--- config.mk ---
export PLATFORM = sky130hd
export DESIGN_NAME = win_reg_bridge
export DESIGN_NICKNAME = d
export VERILOG_FILES = /design/src/rtl/wrb_pkg.sv /design/src/rtl/wrb_addr_calc.sv /design/src/rtl/wrb_seq.sv /design/src/rtl/wrb_bus_mux.sv /design/src/rtl/win_reg_bridge.sv
export SDC_FILE = /design/constraint.sdc
export NUM_CORES = 1
export LEC_CHECK = 0
export CORE_UTILIZATION = 48
export DETAILED_ROUTE_END_ITERATION = 8
export PLACE_DENSITY = 0.9
export SYNTH_ARGS = -nofsm -noshare
export SYNTH_HDL_FRONTEND = slang
export SYNTH_SLANG_ARGS = --single-unit
--- constraint.sdc ---
create_clock -name clk -period 3.28 [get_ports clk]
set_input_delay 0.328 -clock clk [delete_from_list [all_inputs] [get_ports clk]]
set_output_delay 0.328 -clock clk [all_outputs]
set_load 0.01 [all_outputs]
--- src/rtl/wrb_pkg.sv ---
`timescale 1ns/1ps
package wrb_pkg;
  localparam int HALF_W = 16;
  localparam int SEL_W  = 32;

  typedef enum logic [1:0] {
    ST_IDLE = 2'd0,
    ST_SEL  = 2'd1,
    ST_DATA = 2'd2
  } wrb_state_e;
endpackage

--- src/rtl/wrb_addr_calc.sv ---
`timescale 1ns/1ps
module wrb_addr_calc
  import wrb_pkg::*;
#(
  parameter int DEV_W  = 5,
  parameter int OFF_W  = 19,
  localparam int ADDR_W = DEV_W + HALF_W
) (
  input  logic [DEV_W-1:0]  dev,
  input  logic [ADDR_W-1:0] reg_num,
  input  logic              c45,
  input  logic [ADDR_W-1:0] win_mask,
  input  logic [OFF_W-1:0]  win_base,
  output logic [SEL_W-1:0]  win_index,
  output logic [OFF_W:0]    byte_off
);
  logic [ADDR_W-1:0] full_addr;
  logic [ADDR_W-1:0] in_window;
  logic [OFF_W-1:0]  half_off;

  always_comb begin
    if (c45) full_addr = reg_num;
    else     full_addr = {dev, reg_num[HALF_W-1:0]};
  end

  assign in_window = full_addr & win_mask;
  assign win_index = SEL_W'(full_addr & ~win_mask);
  assign half_off  = win_base + OFF_W'(in_window);
  // halfword offset to byte address
  assign byte_off  = {half_off, 1'b0};
endmodule

--- src/rtl/wrb_seq.sv ---
`timescale 1ns/1ps
module wrb_seq
  import wrb_pkg::*;
(
  input  logic       clk,
  input  logic       rst_n,
  input  logic       req_valid,
  input  logic       gen2,
  input  logic       bus_ready,
  output wrb_state_e state,
  output logic       accept,
  output logic       data_fire,
  output logic       done,
  output logic       err
);
  wrb_state_e nxt;

  assign accept    = req_valid && (state == ST_IDLE);
  assign data_fire = (state == ST_DATA) && bus_ready;

  always_comb begin
    nxt = state;
    case (state)
      ST_IDLE: if (accept && gen2) nxt = ST_SEL;
      ST_SEL:  if (bus_ready)      nxt = ST_DATA;
      ST_DATA: if (bus_ready)      nxt = ST_IDLE;
      default:                     nxt = ST_IDLE;
    endcase
  end

  always_ff @(posedge clk or negedge rst_n) begin
    if (!rst_n) begin
      state <= ST_IDLE;
      done  <= 1'b0;
      err   <= 1'b0;
    end else begin
      state <= nxt;
      done  <= data_fire || (accept && !gen2);
      err   <= accept && !gen2;
    end
  end
endmodule

--- src/rtl/wrb_bus_mux.sv ---
`timescale 1ns/1ps
module wrb_bus_mux
  import wrb_pkg::*;
#(
  parameter int BUS_AW = 20
) (
  input  wrb_state_e        state,
  input  logic [BUS_AW-1:0] sel_addr,
  input  logic [SEL_W-1:0]  win_index,
  input  logic [BUS_AW-1:0] data_addr,
  input  logic              we,
  input  logic [HALF_W-1:0] wdata,
  output logic              bus_valid,
  output logic              bus_we,
  output logic              bus_wide,
  output logic [BUS_AW-1:0] bus_addr,
  output logic [SEL_W-1:0]  bus_wdata
);
  always_comb begin
    bus_valid = (state != ST_IDLE);
    bus_wide  = (state == ST_SEL);
    if (state == ST_SEL) begin
      bus_we    = 1'b1;
      bus_addr  = sel_addr;
      bus_wdata = win_index;
    end else begin
      bus_we    = we;
      bus_addr  = data_addr;
      bus_wdata = {{(SEL_W-HALF_W){1'b0}}, wdata};
    end
  end
endmodule

--- src/rtl/win_reg_bridge.sv ---
`timescale 1ns/1ps
module win_reg_bridge
  import wrb_pkg::*;
#(
  parameter int DEV_W  = 5,
  parameter int BUS_AW = 20,
  localparam int ADDR_W = DEV_W + HALF_W,
  localparam int OFF_W  = BUS_AW - 1
) (
  input  logic              clk,
  input  logic              rst_n,
  input  logic              cfg_gen2,
  input  logic [DEV_W-1:0]  cfg_dev,
  input  logic [OFF_W-1:0]  cfg_win_base,
  input  logic [ADDR_W-1:0] cfg_win_mask,
  input  logic [BUS_AW-1:0] cfg_sel_addr,
  input  logic              req_valid,
  output logic              req_ready,
  input  logic              req_c45,
  input  logic              req_we,
  input  logic [ADDR_W-1:0] req_reg,
  input  logic [HALF_W-1:0] req_wdata,
  output logic              rsp_done,
  output logic              rsp_err,
  output logic [HALF_W-1:0] rsp_rdata,
  output logic              bus_valid,
  input  logic              bus_ready,
  output logic              bus_we,
  output logic              bus_wide,
  output logic [BUS_AW-1:0] bus_addr,
  output logic [SEL_W-1:0]  bus_wdata,
  input  logic [HALF_W-1:0] bus_rdata
);
  wrb_state_e        state;
  logic              accept;
  logic              data_fire;
  logic [SEL_W-1:0]  idx_calc;
  logic [BUS_AW-1:0] off_calc;

  logic [SEL_W-1:0]  idx_q;
  logic [BUS_AW-1:0] off_q;
  logic [BUS_AW-1:0] sel_q;
  logic              we_q;
  logic [HALF_W-1:0] wdata_q;

  wrb_addr_calc #(.DEV_W(DEV_W), .OFF_W(OFF_W)) u_calc (
    .dev       (cfg_dev),
    .reg_num   (req_reg),
    .c45       (req_c45),
    .win_mask  (cfg_win_mask),
    .win_base  (cfg_win_base),
    .win_index (idx_calc),
    .byte_off  (off_calc)
  );

  wrb_seq u_seq (
    .clk       (clk),
    .rst_n     (rst_n),
    .req_valid (req_valid),
    .gen2      (cfg_gen2),
    .bus_ready (bus_ready),
    .state     (state),
    .accept    (accept),
    .data_fire (data_fire),
    .done      (rsp_done),
    .err       (rsp_err)
  );

  // capture everything the transaction needs at acceptance
  always_ff @(posedge clk or negedge rst_n) begin
    if (!rst_n) begin
      idx_q   <= '0;
      off_q   <= '0;
      sel_q   <= '0;
      we_q    <= 1'b0;
      wdata_q <= '0;
    end else if (accept) begin
      idx_q   <= idx_calc;
      off_q   <= off_calc;
      sel_q   <= cfg_sel_addr;
      we_q    <= req_we;
      wdata_q <= req_wdata;
    end
  end

  always_ff @(posedge clk or negedge rst_n) begin
    if (!rst_n)               rsp_rdata <= '0;
    else if (data_fire)       rsp_rdata <= we_q ? '0 : bus_rdata;
    else if (accept && !cfg_gen2) rsp_rdata <= '0;
  end

  assign req_ready = (state == ST_IDLE);

  wrb_bus_mux #(.BUS_AW(BUS_AW)) u_mux (
    .state     (state),
    .sel_addr  (sel_q),
    .win_index (idx_q),
    .data_addr (off_q),
    .we        (we_q),
    .wdata     (wdata_q),
    .bus_valid (bus_valid),
    .bus_we    (bus_we),
    .bus_wide  (bus_wide),
    .bus_addr  (bus_addr),
    .bus_wdata (bus_wdata)
  );
endmodule

### Word-level counts from Yosys, hierarchy flattened

Cells that the tools add are included.
Widths: inputs -> output; s select.

| word-level totals | value |
|---|---|
| register bits | 108 |
| input bits | 125 |
| output and inout bits | 74 |
| logic and storage cells | 39 |

| operators by class | value |
|---|---|
| add/sub/neg operators | 1 |
| equality and inequality tests | 5 |
| mux-type cells | 11 |
| bitwise logic cells | 3 |
| reductions and logical operators | 10 |

Operator list:

| operator | number |
|---|---|
| $mux 16 | 3 |
| $and 21x32->32 | 1 |
| $mux 32 | 1 |
| $not 21->32 | 1 |
| $mux 21 | 1 |
| $mux 20 | 1 |
| $add 19x19->19 | 1 |
| $and 19x19->19 | 1 |
| $mux 2 | 3 |
| $pmux 2 s3 | 1 |
| $logic_and 1x1->1 | 4 |
| $ne 2x2->1 const B | 2 |
| $reduce_bool 2->1 | 2 |
| $reduce_and 3->1 | 1 |
| $eq 2x1->1 const B | 1 |
| $eq 2x2->1 const B | 1 |
| $logic_not 2->1 | 1 |
| $ne 2x1->1 const B | 1 |
| $logic_not 1->1 | 1 |
| $logic_or 1x1->1 | 1 |
| $mux 1 | 1 |

### Longest topological paths before layout

Gate-level depths: netlist (run 1).

| logic depth | value |
|---|---|
| depth in word-level cells | 5 |
| mapped depth | 10 |
| depth with buffers taken out | 10 |

### Modules after synthesis

From an unflattened synthesis (run 1), not the netlist that was laid out.

| unflattened totals | value |
|---|---|
| cells, all modules | 491 |
| area total of the unflattened synthesis | 6163.4 um^2 |

Modules (own cells, without submodules):

| module | instances | cells each | area each (um^2) | sequential area each (um^2) |
|---|---|---|---|---|
| win_reg_bridge | 1 | 232 | 3977.6 | 2627.5 |
| wrb_addr_calc | 1 | 183 | 1271.2 | 0.0 |
| wrb_bus_mux | 1 | 61 | 739.5 | 0.0 |
| wrb_seq | 1 | 15 | 175.2 | 100.1 |

### Least setup slack after synthesis (run 1)

No wires, ideal clock.

| timing | value |
|---|---|
| path kind | in2reg |
| from | input port req_reg[0] |
| to | register off_q[17] |
| library setup time | 0.120 ns |
| arrival time | 2.158 ns |
| required time | 3.160 ns |
| path slack | 1.002 ns |
| cell stages on the path | 10 |
| buffers on the path | 0 |
| path through | and2_1 > ha_1 > inv_1 > fa_1 > and2b_1 > o2111ai_2 > a31oi_4 > o21ai_0 > a31o_1 > a31o_2 |

| between the ends | value |
|---|---|
| cells in the longest elaborated chain, start to end | 3 |

RTL lines:

| item | line | RTL |
|---|---|---|
| from (decl) | win_reg_bridge.sv:21 | `input logic [ADDR_W-1:0] req_reg,` |
| $mux 21 | wrb_addr_calc.sv:22 | `if (c45) full_addr = reg_num;` |
| $and 19x19->19 | wrb_addr_calc.sv:26 | `assign in_window = full_addr & win_mask;` |
| $add 19x19->19 | wrb_addr_calc.sv:28 | `assign half_off = win_base + OFF_W'(in_window);` |
| to (signal assigned) | win_reg_bridge.sv:79 | `off_q <= off_calc;` |
| to (decl) | win_reg_bridge.sv:41 | `logic [BUS_AW-1:0] off_q;` |

Every way passes these cells.
A chain may end at the register's enable or synchronous reset.

### Final worst setup path (run 1)

| timing | value |
|---|---|
| from | register u_seq.state[1] |
| to | output port bus_addr[14] |

| between the ends | value |
|---|---|
| cells in the longest elaborated chain, start to end | 2 |

RTL lines:

| item | line | RTL |
|---|---|---|
| from (decl) | wrb_seq.sv:10 | `output wrb_state_e state,` |
| from (signal assigned) | wrb_seq.sv:37 | `state <= nxt;` |
| $eq 2x1->1 | wrb_bus_mux.sv:22 | `if (state == ST_SEL) begin` |
| $mux 20 | wrb_bus_mux.sv:22 |  |
| to (decl) | win_reg_bridge.sv:30 | `output logic [BUS_AW-1:0] bus_addr,` |

Every way passes these cells.

==> results of run 1 <==
cell type report:
cell class | instances | area, um2
Fill cell | 803 | 3400
Multi-Input combinational cell | 435 | 2680
Sequential cell | 97 | 2430
Timing Repair Buffer | 191 | 1910
Tap cell | 140 | 175
Clock buffer | 11 | 151
Clock inverter | 4 | 51.3
Inverter | 13 | 48.8
power breakdown:
group / total, uW / internal, uW / switching, uW
Clock: 812 / 392 / 420
Combinational: 1810 / 990 / 819
Sequential: 1740 / 1540 / 197
Total: 4360 / 2930 / 1440
critical path, delay by kind of cell (launching register included):
kind	cells	cell delay, ns
buffers and inverters	2	0.77
flip-flops	1	0.46
AND/OR/NAND/NOR	1	0.53
multiplexers	1	0.36
through the flow:
stage	instance area, um2	setup WS [ns]	instances	total power [uW]
after floorplan	5360	1.00	587	2660
after global placement	7240	0.385	876	3500
after detailed placement	7240	0.368	876	3570
after CTS	7440	0.415	891	4390
after global routing	7440	0.344	891	4640
final	7440	0.468	891	4360
routing by layer:
| layer | global-route usage [%] | vias to the layer above | share of wire [%] |
|---|---|---|---|
| li1 | - | 2261 | - |
| met1 | 30.1 | 2230 | 42 |
| met2 | 43.4 | 176 | 50 |
| met3 | 5.45 | 22 | 6.0 |
| met4 | 6.65 | 0 | 1.6 |
| met5 | 0 | - | 0 |
worst paths after layout:
| check | endpoint | slack (ns) | from | cells past startpoint |
|---|---|---|---|---|
| max | bus_addr[14] | 0.47 | u_seq.state[1] | 4 |
| min | idx_q[0] | 0.13 | rst_n | 1 |
| max reg2reg | sel_q[5] | 1.14 | u_seq.state[1] | 5 |
| min reg2reg | idx_q[15] | 0.47 | idx_q[15] | 2 |
| max in group asynchronous | wdata_q[11] | 2.34 | rst_n | 2 |
| min in group clk | idx_q[15] | 0.47 | idx_q[15] | 2 |
logic make-up after synthesis:
kind of cell	after synthesis	share of synthesized area, %
compound gates	87	11.6
xor+xnor	12	1.97
fa+ha+maj	19	4.60
buf+inv	55	5.19
flops	97	45.6
mux	42	8.72
other cells	1	0.0704
simple gates	264	22.3
placed cells by master, fill, tap and decap left out, types with 2 or more instances in the layout:
cell type          n
clkdlybuf4s50_1  186
nand2_1          182
dfrtp_1           97
mux2_2            35
and2_1            23
o21ai_0           23
ha_1              18
a22o_1            17
nand3b_1          16
inv_1             13
a21oi_1           13
nor2_1            11
conb_1            11
clkbuf_8          11
o31ai_1            8
xnor2_1            8
nand3_1            8
mux2i_1            7
a21o_1             4
and3_1             4
xor2_1             4
buf_4              4
nor2b_1            3
nand2b_1           3
nand4_1            3
a31oi_1            3
a211o_1            2
nor3_1             2
o211ai_1           2
o2111ai_1          2
registers in the layout (all words and copies together) (netlist names):
register and count:
off_q 19, u_seq.state 2, idx_q 21, rsp_rdata 16
sel_q 20, we_q 1, wdata_q 16, u_seq.done 1
u_seq.err 1
synthesized netlist by cell type (all sizes together):
library cell    n  share of area (%)
conb            1              0.070
a21oi          13                1.2
xor2            4               0.66
o311ai          2               0.33
nor2b           4               0.47
o21a            1               0.14
o211ai          3               0.52
inv            13               0.92
o31ai           8                1.1
xnor2           8                1.3
and2b           1               0.14
or4             1               0.14
a31o            2               0.33
nand2         183                 13
fa              1               0.38
or2             1               0.12
a22o           17                2.8
buf            22                2.9
a21o            4               0.56
or3b            1               0.16
nor3            3               0.38
o22ai           1               0.12
nand3           8               0.75
nand3b         16                2.3
a211oi          1               0.14
o21bai          1               0.14
dfrtp          97                 46
nor2           11               0.78
a31oi           4               0.75
nand2b          3               0.35
ha             18                4.2
mux2i           7                1.3
a211o           2               0.33
nor3b           1               0.23
and3            4               0.47
and2           24                2.8
o21ai          24                2.3
o2111ai         3               0.61
nand4           3               0.35
clkbuf         20                1.4
o21ba           1               0.19
mux2           35                7.4
==> results.yml, run 1 <==
timing:
  finalCritPeriodShare_pct: 85.7
  finalHoldViolations: 0
  rsz0062_at_grt: "no"
  relSlewSlack_pct: 31.7
  fin_skew_ns: 0.0134
  max_freq_mhz: 356
  setup_viol: 0
  period_minus_slack_ns: 2.81
  fin_tns_setup_ns: 0
  hold-worst-slack_ns: 0.134
  worstMarginPinSlew_ns: 1.03
  slew_viol_final: 0
critical_path:
  start_kind: "flip-flop"
  cp_max_fo: 25
  crit_path_cell_trace: "nor2b_4 -> buf_12 -> mux2_2 -> clkdlybuf4s50_1"
  cp_data_required_time_ns: 2.95
  crit_type: "flip-flop to output pin"
  worstPathArrival_ns: 2.48
  slowest_delay_ns: 0.53
  cpMaxStageDelayCell: "nor2b_4"
  crit_path_end_kind: "output pin"
die:
  core-area_um2: 10800
  fp.dieW_um: 107
  dieArea_um2: 11500
  rows: 38
  io_pins: 199
  start_util_pct: 49.1
  die_h_um: 107
place:
  place_congestion: 0.861
  port_buffers: 187
  hpwl_um: 10200
synth:
  yosys_warnings: 0
  synth_cells: 577
  synth_area_per_cell_um2: 9.23
  synth_area_um2: 5330
  yosysSeqAreaShare_pct: 45.6
  synth.distinct_cells: 52
  ys_ff_latch: 97
min_path:
  hp-class: "primary input to asynchronous set/reset pin"
clock_tree:
  cts.sinks: 97
  post_cts_resized: 0
  clk_latency_ns: 0.36
  htree_levels: 3
  clkTransAtPathRegs_ns: 0.10
  ctsHoldBuffers: 0
  cts_root_buf: "clkbuf_8"
  cts_buffers: 9
  cts_tree: "built"
  post_cts_buffers: 0
  clk_path_buf_depth: 2
pwr:
  ir_drop_v: 0.000294
  leakagePower_uw: 0.00346
  power-per-cell-area_nw_per_um2: 586
global_routing:
  gr-usage-all-layers_pct: 24.5
  grt_pass1_wl_um: 22400
  grt_antenna_before_repair: 0
  grt_pass1_vias: 4722
  grt_max_degree: 84
  grt_overflow: 0
cells_and_area:
  finish.utilization_pct: 68.7
  syn2layout_area_growth_pct: 39.7
  drive_gt1_share_pct: 8.92
  nets: 891
  antenna_cells: 0
routing:
  dr.pass1.iters: 5
  num_vias: 4689
  antenna_left: 0
  vias_per_cell: 5.26
  drc: 0
  routedWlPerCell_um: 15.6
  routed_wl_um: 13900
  drt_iter0_drc: 305
flow_run:
  cap_violations: 0
run_status:
  outcome: "finished, final reports clean"
Power figures use the tool's default switching activity.
==> inputs of run 2 (changes only) <==
--- a/config.mk
+++ b/config.mk
@@ -5,9 +5,11 @@
 export SDC_FILE = /design/constraint.sdc
 export NUM_CORES = 1
 export LEC_CHECK = 0
-export CORE_UTILIZATION = 48
+export CORE_UTILIZATION = 55
 export DETAILED_ROUTE_END_ITERATION = 8
-export PLACE_DENSITY = 0.9
+export DONT_BUFFER_PORTS = 1
+export PLACE_DENSITY = 0.74
+export SLEW_MARGIN = 20
 export SYNTH_ARGS = -nofsm -noshare
 export SYNTH_HDL_FRONTEND = slang
 export SYNTH_SLANG_ARGS = --single-unit
==> run 2 against run 1 <==
Compared with the run above:
- sequential power about the same
- clock power decreased by 7.5%
- sequential share of layout area is 11 points higher
- worst setup slack better by 0.55 ns
- sequential cell count unchanged
- clock skew fell by 0.0047 ns
- global-route usage decreased by 1.3 points
- power shrank 16%
- utilization down 8.8 points
- die area decreased by 12%
- critical path depth shrank 1
- cell count shrank 22%
- critical path type unchanged
- largest cell class unchanged
- largest power group is now sequential cells
- highest routed layer unchanged
==> results.yml, run 2 (synthesized netlist as in run 1, its figures left out) <==
global_routing:
  grt_util_met1_pct: 28.9
  grt_max_degree: 98
  grt_use_met3_pct: 5.15
  grt_pass1_wl_um: 18300
  grt_most_used_layer: "met2"
  met2_usage_pct: 40.3
  grt_antenna_before_repair: 0
  grt_pass1_vias: 3852
  grt_overflow: 0
  gr-usage-all-layers_pct: 23.3
pwr:
  p_comb_share_pct: 31.2
  intPower_uw: 2290
  switching_share_pct: 37.2
  ir_drop_v: 0.000256
  power_uw: 3650
  p_switching_uw: 1350
  seqPwrFrac_pct: 48.2
  leakagePower_uw: 0.00276
  power_frac_clock_pct: 20.6
  power-per-cell-area_nw_per_um2: 653
cells_and_area:
  antenna_cells: 0
  largest_register: "idx_q"
  nets: 706
  syn2layout_area_growth_pct: 4.77
  layout_common_cells: "nand2_1, dfrtp_1, mux2_2"
  drive_gt1_share_pct: 12.0
  stdcell_count: 696
  final_common_cell: "nand2_1"
  fillers: 807
  regArea_um2: 2430
  largest_reg_flops: 21
  top_regs: "idx_q x21, sel_q x20, off_q x19"
  multi_input_area_um2: 2680
critical_path:
  crit_type: "flip-flop to output pin"
  worstPathArrival_ns: 1.93
  cp_data_required_time_ns: 2.95
  cp_max_fo: 31
  path_delay_family: "flip-flops"
  slowest_delay_ns: 0.45
  cpMaxStageDelayCell: "dfrtp_1"
  crit_buf_inv: 1
  crit_path_end_kind: "output pin"
  start_kind: "flip-flop"
  crit_path_cell_trace: "nor2b_4 -> buf_12 -> mux2_2"
routing:
  vias_per_cell: 5.70
  drc: 0
  antenna_left: 0
  routedWlPerCell_um: 16.9
  dr.pass1.iters: 4
  num_vias: 3965
  drt_iter0_drc: 162
  routed_wl_um: 11700
timing:
  fin_tns_setup_ns: 0
  setup_viol: 0
  max_freq_mhz: 442
  worstMarginPinSlew_ns: 0.912
  hold-worst-slack_ns: 0.0246
  finalCritPeriodShare_pct: 68.9
  fin_ws_ns: 1.02
  period_minus_slack_ns: 2.26
  rsz0062_at_grt: "no"
  relSlewSlack_pct: 38.9
  fin_skew_ns: 0.00865
  slew_viol_final: 0
  finalHoldViolations: 0
place:
  dp_slack_ns: 0.824
  dp.cells: 678
  hpwl_um: 8530
  port_buffers: 0
  place_congestion: 0.842
clock_tree:
  clkTransAtPathRegs_ns: 0.10
  post_cts_buffers: 0
  htree_levels: 3
  cts_root_buf: "clkbuf_8"
  clk_latency_ns: 0.36
  cts.sinks: 97
  clk_path_buf_depth: 2
  cts_buffers: 9
  cts_tree: "built"
  post_cts_resized: 0
die:
  die_h_um: 100
  start_util_pct: 57.1
  fp.dieW_um: 100
  rows: 35
  dieArea_um2: 10100
  io_pins: 199
  core-area_um2: 9330
min_path:
  hp-class: "primary input to flip-flop"
run_status:
  outcome: "finished, final reports clean"
flow_run:
  cap_violations: 0
==> run 2: layout make-up <==
cell class                 instances  area share (%)
inverter                          13           0.874
clock buffer                       9            2.22
timing repair buffer               6            1.43
clock inverter                     7            1.12
tap                              129            2.89
multi-input combinational        435            48.0
sequential                        97            43.5
==> run 2: worst paths after layout <==
check                           slack, ns  depth (start not counted)     endpoint           start
max in group asynchronous            2.38                          2    off_q[11]           rst_n
worst max-delay path                 1.02                          3  bus_addr[8]  u_seq.state[1]
worst min register to register       0.48                          2    idx_q[11]       idx_q[11]
worst max register to register       1.20                          4     off_q[9]  u_seq.state[1]
min in group asynchronous            0.54                          2     idx_q[1]           rst_n
worst min-delay path                 0.02                          1    u_seq.err        cfg_gen2
==> run 2: power groups by stage <==
stage	logic [uW]	registers [uW]	clock network [uW]
detailed placement	1110	1790	0
global route	1260	1810	819
floorplan	941	1720	0
global placement	1080	1760	0
finish	1140	1760	751
CTS	1150	1760	771
==> run 2: per-stage QoR <==
stage               instance area, um2  utilization, %
global route                      5580            59.8
floorplan                         5360               -
detailed placement                5360            57.4
finish                            5580            59.8
CTS                               5580            59.8
global placement                  5360            57.4
==> run 2: routing by layer <==
metal  vias to the layer above  share of wire (%)
met1                      1892                 42
met4                         0                1.8
met3                        21                7.1
met5                         -                  0
met2                       160                 49
li1                       1892                  -
==> run 2: worst register-to-register path: cells and delay by family (launching register included) <==
| kind | cells | cell delay (ns) |
|---|---|---|
| buf+inv | 1 | 0.44 |
| compound gates | 1 | 0.31 |
| flops | 1 | 0.45 |
| simple gates | 2 | 0.79 |
==> run 2: what timing repair did <==
item,CTS,global route
endpoints found under the hold margin,97,0
endpoints found under the setup margin,0,0
hold buffers,2,0
